**src/rtl/steer_pkg.sv**
```systemverilog
package steer_pkg;
    typedef enum logic [1:0] {
        MODE_IDLE,
        MODE_ALLRDY,
        MODE_ONE,
        MODE_TWO
    } steer_mode_e;

    localparam logic [1:0] LOP_INIT = 2'b01;
endpackage

```
**src/rtl/steer_ptab.sv**
```systemverilog
module steer_ptab #(
    parameter int NUM_FIFO = 4,
    parameter int NUM_REG  = 16,
    localparam int FIFO_W = (NUM_FIFO > 1) ? $clog2(NUM_FIFO) : 1,
    localparam int REG_W  = (NUM_REG > 1) ? $clog2(NUM_REG) : 1
) (
    input  logic              clk,
    input  logic              rst_n,
    input  logic [REG_W-1:0]  rd_a,
    input  logic [REG_W-1:0]  rd_b,
    output logic              hit_a,
    output logic [FIFO_W-1:0] loc_a,
    output logic              hit_b,
    output logic [FIFO_W-1:0] loc_b,
    input  logic              wr_en,
    input  logic [REG_W-1:0]  wr_reg,
    input  logic [FIFO_W-1:0] wr_fifo,
    input  logic              kill_en,
    input  logic [REG_W-1:0]  kill_reg
);
    logic [NUM_REG-1:0] live;
    logic [FIFO_W-1:0]  where [NUM_REG];

    for (genvar r = 0; r < NUM_REG; r++) begin : g_ent
        always_ff @(posedge clk or negedge rst_n) begin
            if (!rst_n) begin
                live[r]  <= 1'b0;
                where[r] <= '0;
            end else if (wr_en && wr_reg == REG_W'(r)) begin
                live[r]  <= 1'b1;
                where[r] <= wr_fifo;
            end else if (wr_en && live[r] && where[r] == wr_fifo) begin
                live[r] <= 1'b0;
            end else if (kill_en && kill_reg == REG_W'(r)) begin
                live[r] <= 1'b0;
            end
        end
    end

    assign hit_a = live[rd_a];
    assign loc_a = where[rd_a];
    assign hit_b = live[rd_b];
    assign loc_b = where[rd_b];
endmodule

```
**src/rtl/steer_lop.sv**
```systemverilog
module steer_lop
    import steer_pkg::*;
#(
    parameter int ENTRIES = 16,
    parameter int PC_W    = 16,
    localparam int IDX_W = (ENTRIES > 1) ? $clog2(ENTRIES) : 1
) (
    input  logic            clk,
    input  logic            rst_n,
    input  logic [PC_W-1:0] rd_pc,
    output logic            late_is_src2,
    input  logic            trn_en,
    input  logic [PC_W-1:0] trn_pc,
    input  logic            trn_src2_last
);
    logic [1:0] ctr [ENTRIES];
    logic [IDX_W-1:0] rd_idx, trn_idx;

    assign rd_idx  = rd_pc[IDX_W-1:0];
    assign trn_idx = trn_pc[IDX_W-1:0];

    for (genvar e = 0; e < ENTRIES; e++) begin : g_ctr
        always_ff @(posedge clk or negedge rst_n) begin
            if (!rst_n) begin
                ctr[e] <= LOP_INIT;
            end else if (trn_en && trn_idx == IDX_W'(e)) begin
                if (trn_src2_last && ctr[e] != 2'b11)
                    ctr[e] <= ctr[e] + 2'b01;
                else if (!trn_src2_last && ctr[e] != 2'b00)
                    ctr[e] <= ctr[e] - 2'b01;
            end
        end
    end

    assign late_is_src2 = ctr[rd_idx][1];
endmodule

```
**src/rtl/steer_pick.sv**
```systemverilog
module steer_pick #(
    parameter int NUM_FIFO = 4,
    localparam int FIFO_W = (NUM_FIFO > 1) ? $clog2(NUM_FIFO) : 1
) (
    input  logic                first_ok,
    input  logic [FIFO_W-1:0]   first_fifo,
    input  logic                second_ok,
    input  logic [FIFO_W-1:0]   second_fifo,
    input  logic [NUM_FIFO-1:0] fifo_en,
    input  logic [NUM_FIFO-1:0] fifo_empty,
    input  logic [NUM_FIFO-1:0] fifo_full,
    output logic                found,
    output logic [FIFO_W-1:0]   choice
);
    logic              first_go, second_go, fresh_ok;
    logic [FIFO_W-1:0] fresh_idx;

    always_comb begin
        fresh_ok  = 1'b0;
        fresh_idx = '0;
        for (int i = NUM_FIFO - 1; i >= 0; i--) begin
            if (fifo_en[i] && fifo_empty[i]) begin
                fresh_ok  = 1'b1;
                fresh_idx = FIFO_W'(i);
            end
        end
    end

    assign first_go  = first_ok  && fifo_en[first_fifo]  && !fifo_full[first_fifo];
    assign second_go = second_ok && fifo_en[second_fifo] && !fifo_full[second_fifo];

    always_comb begin
        found  = 1'b1;
        choice = fresh_idx;
        if (first_go)       choice = first_fifo;
        else if (second_go) choice = second_fifo;
        else if (!fresh_ok) found  = 1'b0;
    end
endmodule

```
**src/rtl/steer_unit.sv**
```systemverilog
module steer_unit
    import steer_pkg::*;
#(
    parameter int NUM_FIFO    = 4,
    parameter int NUM_REG     = 16,
    parameter int LOP_ENTRIES = 16,
    parameter int PC_W        = 16,
    localparam int FIFO_W = (NUM_FIFO > 1) ? $clog2(NUM_FIFO) : 1,
    localparam int REG_W  = (NUM_REG > 1) ? $clog2(NUM_REG) : 1
) (
    input  logic                clk,
    input  logic                rst_n,
    input  logic                disp_valid,
    input  logic [PC_W-1:0]     disp_pc,
    input  logic [REG_W-1:0]    src1_reg,
    input  logic                src1_rdy,
    input  logic [REG_W-1:0]    src2_reg,
    input  logic                src2_rdy,
    input  logic [REG_W-1:0]    dst_reg,
    input  logic [NUM_FIFO-1:0] fifo_en,
    input  logic [NUM_FIFO-1:0] fifo_empty,
    input  logic [NUM_FIFO-1:0] fifo_full,
    input  logic                iss_valid,
    input  logic [REG_W-1:0]    iss_reg,
    input  logic                lop_train,
    input  logic [PC_W-1:0]     lop_pc,
    input  logic                lop_src2_last,
    output logic                steer_valid,
    output logic [FIFO_W-1:0]   steer_fifo,
    output logic                stall
);
    steer_mode_e       mode;
    logic              hit1, hit2, late2, found;
    logic [FIFO_W-1:0] loc1, loc2;
    logic              c1_ok, c2_ok;
    logic [FIFO_W-1:0] c1_fifo, c2_fifo;

    steer_ptab #(.NUM_FIFO(NUM_FIFO), .NUM_REG(NUM_REG)) u_ptab (
        .clk      (clk),
        .rst_n    (rst_n),
        .rd_a     (src1_reg),
        .rd_b     (src2_reg),
        .hit_a    (hit1),
        .loc_a    (loc1),
        .hit_b    (hit2),
        .loc_b    (loc2),
        .wr_en    (steer_valid),
        .wr_reg   (dst_reg),
        .wr_fifo  (steer_fifo),
        .kill_en  (iss_valid),
        .kill_reg (iss_reg)
    );

    steer_lop #(.ENTRIES(LOP_ENTRIES), .PC_W(PC_W)) u_lop (
        .clk           (clk),
        .rst_n         (rst_n),
        .rd_pc         (disp_pc),
        .late_is_src2  (late2),
        .trn_en        (lop_train),
        .trn_pc        (lop_pc),
        .trn_src2_last (lop_src2_last)
    );

    always_comb begin
        if (!disp_valid)              mode = MODE_IDLE;
        else if (src1_rdy && src2_rdy) mode = MODE_ALLRDY;
        else if (src1_rdy || src2_rdy) mode = MODE_ONE;
        else                           mode = MODE_TWO;
    end

    always_comb begin
        c1_ok   = 1'b0;
        c1_fifo = '0;
        c2_ok   = 1'b0;
        c2_fifo = '0;
        unique case (mode)
            MODE_IDLE, MODE_ALLRDY: ;
            MODE_ONE: begin
                c1_ok   = src1_rdy ? hit2 : hit1;
                c1_fifo = src1_rdy ? loc2 : loc1;
            end
            MODE_TWO: begin
                c1_ok   = late2 ? hit2 : hit1;
                c1_fifo = late2 ? loc2 : loc1;
                c2_ok   = late2 ? hit1 : hit2;
                c2_fifo = late2 ? loc1 : loc2;
            end
            default: ;
        endcase
    end

    steer_pick #(.NUM_FIFO(NUM_FIFO)) u_pick (
        .first_ok    (c1_ok),
        .first_fifo  (c1_fifo),
        .second_ok   (c2_ok),
        .second_fifo (c2_fifo),
        .fifo_en     (fifo_en),
        .fifo_empty  (fifo_empty),
        .fifo_full   (fifo_full),
        .found       (found),
        .choice      (steer_fifo)
    );

    assign steer_valid = (mode != MODE_IDLE) && found;
    assign stall       = (mode != MODE_IDLE) && !found;
endmodule

```
**config.mk**
```make
export PLATFORM = sky130hd
export DESIGN_NAME = steer_unit
export DESIGN_NICKNAME = d
export VERILOG_FILES = /design/src/rtl/steer_pkg.sv /design/src/rtl/steer_ptab.sv /design/src/rtl/steer_lop.sv /design/src/rtl/steer_pick.sv /design/src/rtl/steer_unit.sv
export SDC_FILE = /design/constraint.sdc
export NUM_CORES = 1
export LEC_CHECK = 0
export BUFFER_PORTS_ARGS = -buffer_cell sky130_fd_sc_hd__buf_2
export CAP_MARGIN = 15
export CORE_MARGIN = 4
export CORE_UTILIZATION = 54
export CTS_CLUSTER_DIAMETER = 50
export DETAILED_ROUTE_END_ITERATION = 8
export PLACE_DENSITY = 0.89
export SYNTH_ARGS = -nofsm -noshare
export SYNTH_HDL_FRONTEND = slang
export SYNTH_SLANG_ARGS = --single-unit
```
**constraint.sdc**
```tcl
create_clock -name clk -period 3.8 [get_ports clk]
set_input_delay 0.57 -clock clk [delete_from_list [all_inputs] [get_ports clk]]
set_output_delay 0.57 -clock clk [all_outputs]
set_load 0.01 [all_outputs]
```
# [Word-level counts from Yosys, hierarchy flattened]
# Index checks and enable logic that the tools add are counted.
[totals] word_cells=492 regBits=80 output_inout_bits=4 inputBits=68
[op_classes] n_mux=127 n_addsub=32 n_reduce_logical=196 magnitude_cmp=7 n_bitwise=3 eq_ne=79
[op_table] operator="$logic_and 1x1->1" n=123
[op_table] operator="$mux 2" n=50
[op_table] operator="$eq 4x4->1 const B" n=24
[op_table] operator="$mux 1" n=66
[op_table] operator="$reduce_bool 2->1" n=33
[op_table] operator="$eq 4x3->1 const B" n=12
[op_table] operator="$reduce_bool 3->1" n=16
[op_table] operator="$add 2x1->2 const B" n=16
[op_table] operator="$eq 2x2->1" n=16
[op_table] operator="$ne 2x2->1 const B" n=16
[op_table] operator="$reduce_and 2->1" n=16
[op_table] operator="$sub 2x1->2 const B" n=16
[op_table] operator="$bmux 2 s4" n=3
[op_table] operator="$eq 4x2->1 const B" n=6
[op_table] operator="$ge 5x5->1 const B" n=3
[op_table] operator="$not 4->5" n=3
[op_table] operator="$eq 4x1->1 const B" n=3
[op_table] operator="$logic_not 4->1" n=3
[op_table] operator="$lt 4x5->1 const B" n=2
[op_table] operator="$bmux 1 s2" n=4
[op_table] operator="$bmux 1 s4" n=2
[op_table] operator="$lt 2x3->1 const B" n=2
[op_table] operator="$eq 2x2->1 const B" n=2
[op_table] operator="$logic_not 1->1" n=4
[op_table] operator="3 further kinds" n=3

# [Logic depth before layout (Yosys ltp)]
[depth] depth_word=17 mapped_depth=13 ltp_nobuf=10

# [Hierarchy]
# A second synthesis with hierarchy kept.
[unflattened] cells_unflattened=520 area_unflattened_um2=5507.8
[modules_own_cells] module="steer_ptab" n_inst=1 area_each_um2=3091.7 cells_each=251 seq_area_each_um2=1201.2
[modules_own_cells] module="steer_lop" n_inst=1 area_each_um2=2024.4 cells_each=217 seq_area_each_um2=820.8
[modules_own_cells] module="steer_pick" n_inst=1 area_each_um2=221.5 cells_each=31 seq_area_each_um2=0.0
[modules_own_cells] module="steer_unit" n_inst=1 area_each_um2=170.2 cells_each=21 seq_area_each_um2=0.0

# [Least setup slack after synthesis]
# Ideal clock, no wire load.
[synth_timing] path_kind="input -> output" start="input src2_reg[0]" end="output steer_fifo[1]" required_time_ns=3.230 path_slack_ns=0.027 t_arrival_ns=3.203 path_stages=10 path_buffers=2 cell_sequence="buf_2 -> mux4_2 -> a22o_1 -> nor2_1 -> nor3_1 -> or3b_2 -> a211o_1 -> o21a_1 -> a21boi_2 -> clkbuf_1"
[synth_via] elab_chain_cells=12 word_cells_on_any_way=32 cone_classes="mux (25); bitwise (1); reduce/logical (6)"
[synth_rtl] item="start: declaration" line_no="steer_unit.sv:17" text="input logic [REG_W-1:0] src2_reg,"
[synth_rtl] item="$not 4->5 (implied by the code)" line_no="steer_ptab.sv:43" text="assign loc_b = where[rd_b];"
[synth_rtl] item="$bmux 2 s4" line_no="steer_ptab.sv:43"
[synth_rtl] item="$mux 2 (implied by the code) (2 in a row)" line_no="steer_ptab.sv:43"
[synth_rtl] item="$mux 2" line_no="steer_unit.sv:86" text="c2_fifo = late2 ? loc1 : loc2;"
[synth_rtl] item="$mux 2" line_no="steer_unit.sv:76" text="unique case (mode)"
[synth_rtl] item="$bmux 1 s2" line_no="steer_pick.sv:30" text="assign second_go = second_ok && fifo_en[second_fifo] && !fifo_full[second_fifo];"
[synth_rtl] item="$mux 1 (implied by the code)" line_no="steer_pick.sv:30"
[synth_rtl] item="$logic_and 1x1->1 or $logic_not 1->1 (tied branches)" line_no="steer_pick.sv:30"
[synth_rtl] item="$logic_and 1x1->1" line_no="steer_pick.sv:30"
[synth_rtl] item="$mux 2" line_no="steer_pick.sv:36" text="else if (second_go) choice = second_fifo;"
[synth_rtl] item="$mux 2 *" line_no="steer_pick.sv:35" text="if (first_go) choice = first_fifo;"
[synth_rtl] item="end: declaration" line_no="steer_unit.sv:29" text="output logic [FIFO_W-1:0] steer_fifo,"
# Mark *: on every way between the ends. The rest lies on a longest branch, timed or not. The select of a mux whose other input is x is not followed.

# [Worst setup path after layout]
[layout_timing] start="input disp_pc[2]" end="register u_ptab.where[29] (netlist bit)"
[layout_via] elab_chain_cells=14 word_cells_on_any_way=32 cone_classes="mux (23); bitwise (1); reduce/logical (8)"
[layout_rtl] item="start: declaration" line_no="steer_unit.sv:14" text="input logic [PC_W-1:0] disp_pc,"
[layout_rtl] item="$not 4->5 (implied by the code) *" line_no="steer_lop.sv:35" text="assign late_is_src2 = ctr[rd_idx][1];"
[layout_rtl] item="$bmux 2 s4 *" line_no="steer_lop.sv:35"
[layout_rtl] item="$mux 2 (implied by the code) * (2 in a row)" line_no="steer_lop.sv:35"
[layout_rtl] item="$mux 2" line_no="steer_unit.sv:86"
[layout_rtl] item="$mux 2" line_no="steer_unit.sv:76"
[layout_rtl] item="$bmux 1 s2" line_no="steer_pick.sv:30"
[layout_rtl] item="$mux 1 (implied by the code)" line_no="steer_pick.sv:30"
[layout_rtl] item="$logic_and 1x1->1 or $logic_not 1->1 (tied branches)" line_no="steer_pick.sv:30"
[layout_rtl] item="$logic_and 1x1->1" line_no="steer_pick.sv:30"
[layout_rtl] item="$mux 1" line_no="steer_pick.sv:36"
[layout_rtl] item="$mux 1" line_no="steer_pick.sv:35"
[layout_rtl] item="$logic_and 1x1->1" line_no="steer_unit.sv:104" text="assign steer_valid = (mode != MODE_IDLE) && found;"
[layout_rtl] item="$logic_and 1x1->1" line_no="steer_ptab.sv:29" text="end else if (wr_en && wr_reg == REG_W'(r)) begin"
[layout_rtl] item="end signal: indexed assignment" line_no="steer_ptab.sv:31" text="where[r] <= wr_fifo;"
[layout_rtl] item="end: declaration" line_no="steer_ptab.sv:22" text="logic [FIFO_W-1:0] where [NUM_REG];"
# Marked as above.
# A chain may end at the register's enable or synchronous reset.

==> impl_metrics.env <==
export IMPL_drt_initial_drc_count=759
export IMPL_cts_buffers=9
export IMPL_synthToLayoutAreaGrowth_pct=19.2
export IMPL_synth_seq_cells=80
export IMPL_switching_power_uw=835
export IMPL_synth_fp_nets=714
export IMPL_hpwl_mm=12.1
export IMPL_placed_cell_area_sq_mm=0.00652
export IMPL_die_width_um=113
export IMPL_path_class="in2reg"
export IMPL_grt_pass1_wl_mm=27.3
export IMPL_synth_xor_area_share_pct=2.35
export IMPL_whs_ns=0.345
export IMPL_synth_top_cells_by_area="dfrtp_1, mux4_2, dfstp_2, mux2i_1, mux2_2"
export IMPL_finalClockSkew_ns=0.0226
export IMPL_async_flop_share_pct=100
export IMPL_netlist_area_sq_mm=0.00596
export IMPL_synth_top_flop_cell="dfrtp_1"
export IMPL_antenna_found_initial=0
export IMPL_violations="negative setup slack"
export IMPL_path_cells="clkbuf_4 -> mux2i_1 -> mux4_2 -> buf_4 -> or2_2 -> a211oi_1 -> o21ai_1 -> o31a_1 -> nand4_1 -> o21ai_4 -> buf_4 -> clkbuf_16 -> or4_4 -> mux2_1"
export IMPL_io_pins=72
export IMPL_fmax_ghz=0.258
export IMPL_clk_latency_ns=0.37
export IMPL_synth_top_family_by_area="multiplexers"
export IMPL_power_leakage_uw=0.00286
export IMPL_synthMuxAreaShare_pct=21.6
export IMPL_cts_buffer_depth=2
export IMPL_die_area_sq_mm=0.0128
export IMPL_p_int_uw=1790
export IMPL_hold_viol=0
export IMPL_synth_cell_type_count=55
export IMPL_final_nets=793
export IMPL_core_sq_mm=0.0108
export IMPL_drtPass1Iterations=7
export IMPL_clk_pin_slew_ns=0.08
export IMPL_worst_slew_pin_slew_ns=0.986
export IMPL_synth_yosys_seq_area_share_pct=33.9
export IMPL_portBuffers=47
export IMPL_crit_path_end_kind="flip-flop"
export IMPL_reg2reg_slack_ns=-0.06
export IMPL_detail_route_wl_per_cell_um=20.0
export IMPL_cp_slowest_stage_delay_ns=0.51
export IMPL_via_per_inst=6.71
export IMPL_setup_ws_ns=-0.0724
export IMPL_synth_simple_gate_area_share_pct=19.3
export IMPL_start_util_pct=54.9
export IMPL_grt_pass1_vias=5666
export IMPL_dp_cells=831
export IMPL_cp_arrival_ns=4.12
export IMPL_final_area_sq_mm=0.00710
export IMPL_worstPathRequired_ns=4.05
export IMPL_synthAdderAreaFrac_pct=0.210
export IMPL_die_y_um=113
export IMPL_worst_path_max_delay_cell="mux4_2"
export IMPL_h_tree_depth=3
export IMPL_crit_top_cell="buf_4"
export IMPL_synth_top_area_cell="dfrtp_1"
export IMPL_syn_area_per_cell_sq_um=9.23
export IMPL_fill_cells=754
export IMPL_grt_max_degree=81
export IMPL_vdd_drop_max_uv=180
export IMPL_drive_gt1_share_pct=32.9
export IMPL_p_per_area_mw_per_mm2=370
export IMPL_startpoint_type="input port"
export IMPL_synthMostInstantiatedCell="nor2_1"
export IMPL_combPwrFrac_pct=29.2
export IMPL_grtUsageTotal_pct=26.4
export IMPL_root_buffer="clkbuf_8"
export IMPL_setup_viol=8
export IMPL_overflow=0
export IMPL_critPathMaxFanout=6
export IMPL_yosysTopAreaCellShare_pct=26.9
export IMPL_power_frac_seq_pct=41.7
export IMPL_yosysWarnings=0
export IMPL_hold_path_class="in2async"
export IMPL_cap_violations=0
export IMPL_rsz0062_at_grt="true"
export IMPL_cts_num_sinks=80
export IMPL_finalCriticalPeriod_ns=3.87
export IMPL_globalplace_congestion=0.936
export IMPL_tritoncts="yes"
export IMPL_cts_hold_buf=0
export IMPL_synth_edff_count=0
export IMPL_pre_cts_slack_ns=-0.294
export IMPL_status="finished with violations"
export IMPL_num_rows=38
export IMPL_slew_viol_final=0
export IMPL_p_sw_share_pct=31.8
export IMPL_postRouteAntennaNets=0
export IMPL_instances_no_fill=869
export IMPL_period_share_pct=102
export IMPL_vias=5831
export IMPL_slew_headroom_pct=34.3
export IMPL_pwr_share_clk_pct=29.2
export IMPL_drcViolationCount=0
export IMPL_synthCells=645
export IMPL_synth_compound_area_share_pct=19.0
export IMPL_wirelength_mm=17.4
export IMPL_n_antenna_cell=0
export IMPL_ys_top_cells_by_count="nor2_1, dfrtp_1, o21ai_0"
[routing by layer]
metal  global-route usage [%]  wire [um]  up-vias  share of wire (%)
met5                        0          0        -                  0
met4                     13.3        860        0                5.0
met3                     5.08       1780       82                 10
met2                     43.0       8170      379                 47
met1                     33.6       6540     2801                 38
li1                         -          -     2569                  -
[logic make-up (layout without fill, tap and decap cells)]
logic type | Yosys count | after routing
AND/OR/NAND/NOR | 232 | 232
XOR/XNOR | 16 | 16
adder cells (fa/ha/maj) | 1 | 1
flip-flops | 80 | 80
AO/OA/AOI/OAI | 172 | 172
multiplexers | 93 | 93
buffers and inverters | 51 | 135
[flip-flops by register name (all words and copies together), names as in the netlist]
| name | count |
|---|---|
| u_ptab.where | 32 |
| u_lop.ctr | 32 |
| u_ptab.live | 16 |
[power groups by stage]
| stage | registers, uW | logic (uW) | clock network (uW) |
|---|---|---|---|
| after global routing | 1100 | 824 | 809 |
| after detailed placement | 1100 | 670 | 0 |
| after floorplan | 1060 | 467 | 0 |
| after global placement | 1090 | 639 | 0 |
| after CTS | 1080 | 712 | 768 |
| final | 1090 | 766 | 767 |
[cells in the final DEF, fill, tap and decap left out, types with 8 or more instances in the layout]
cell type	instances
or3_1	13
xnor2_1	16
o211ai_1	18
nand2_1	47
mux2i_1	30
nand2b_1	13
a21oi_1	30
o31a_1	13
nand3_1	13
or2_2	11
dfstp_2	16
dfrtp_1	64
o21ai_0	52
nor3_1	20
nor2b_1	13
inv_1	8
mux2_1	8
buf_4	59
buf_2	41
clkbuf_8	9
mux4_2	25
mux2_2	28
a31oi_1	21
nor2_1	68
[final timing paths]
path,to,from,cells past startpoint
min in group clk,u_lop.ctr[0]$_DFFE_PN1P_,u_lop.ctr[0]$_DFFE_PN1P_,2
worst max register to register,u_ptab.where[29]$_DFFE_PN0P_,u_lop.ctr[15]$_DFFE_PN0P_,13
worst max-delay path,u_ptab.where[29]$_DFFE_PN0P_,disp_pc[2],14
worst min register to register,u_lop.ctr[0]$_DFFE_PN1P_,u_lop.ctr[0]$_DFFE_PN1P_,2
max in group asynchronous,u_ptab.where[12]$_DFFE_PN0P_,rst_n,1
worst min-delay path,u_ptab.where[29]$_DFFE_PN0P_,rst_n,1
[worst max-delay path, delay by kind of cell]
kind	cells	cell delay [ns]
compound gates	4	0.90
buf+inv	4	0.64
mux	3	0.97
simple gates	3	1.03
[timing repair]
item	in CTS	in global routing
gates resized for setup	13	25
setup buffers	11	11
setup endpoints to repair	4	6
pin swaps	4	10
gates cloned	0	1
[stage by stage]
stage	power, uW	util (%)	setup TNS [ns]
detailed placement	1770	60.1	-7.38
finish	2630	65.5	-0.265
global route	2740	65.5	-2.74
global placement	1730	60.1	-3.40
floorplan	1530	-	0
CTS	2560	63.5	0
[final cells by class]
class                   count  area (sq um)  share of cell area (%)
inverters                   8          30.0                   0.423
clock buffers               9           124                    1.74
clock inverters             7           119                    1.67
repair buffers            111           803                    11.3
multi-input cells         514          3830                    53.9
well taps                 140           175                    2.47
flip-flops and latches     80          2020                    28.5
No activity file was read; power rests on OpenSTA's default activity.
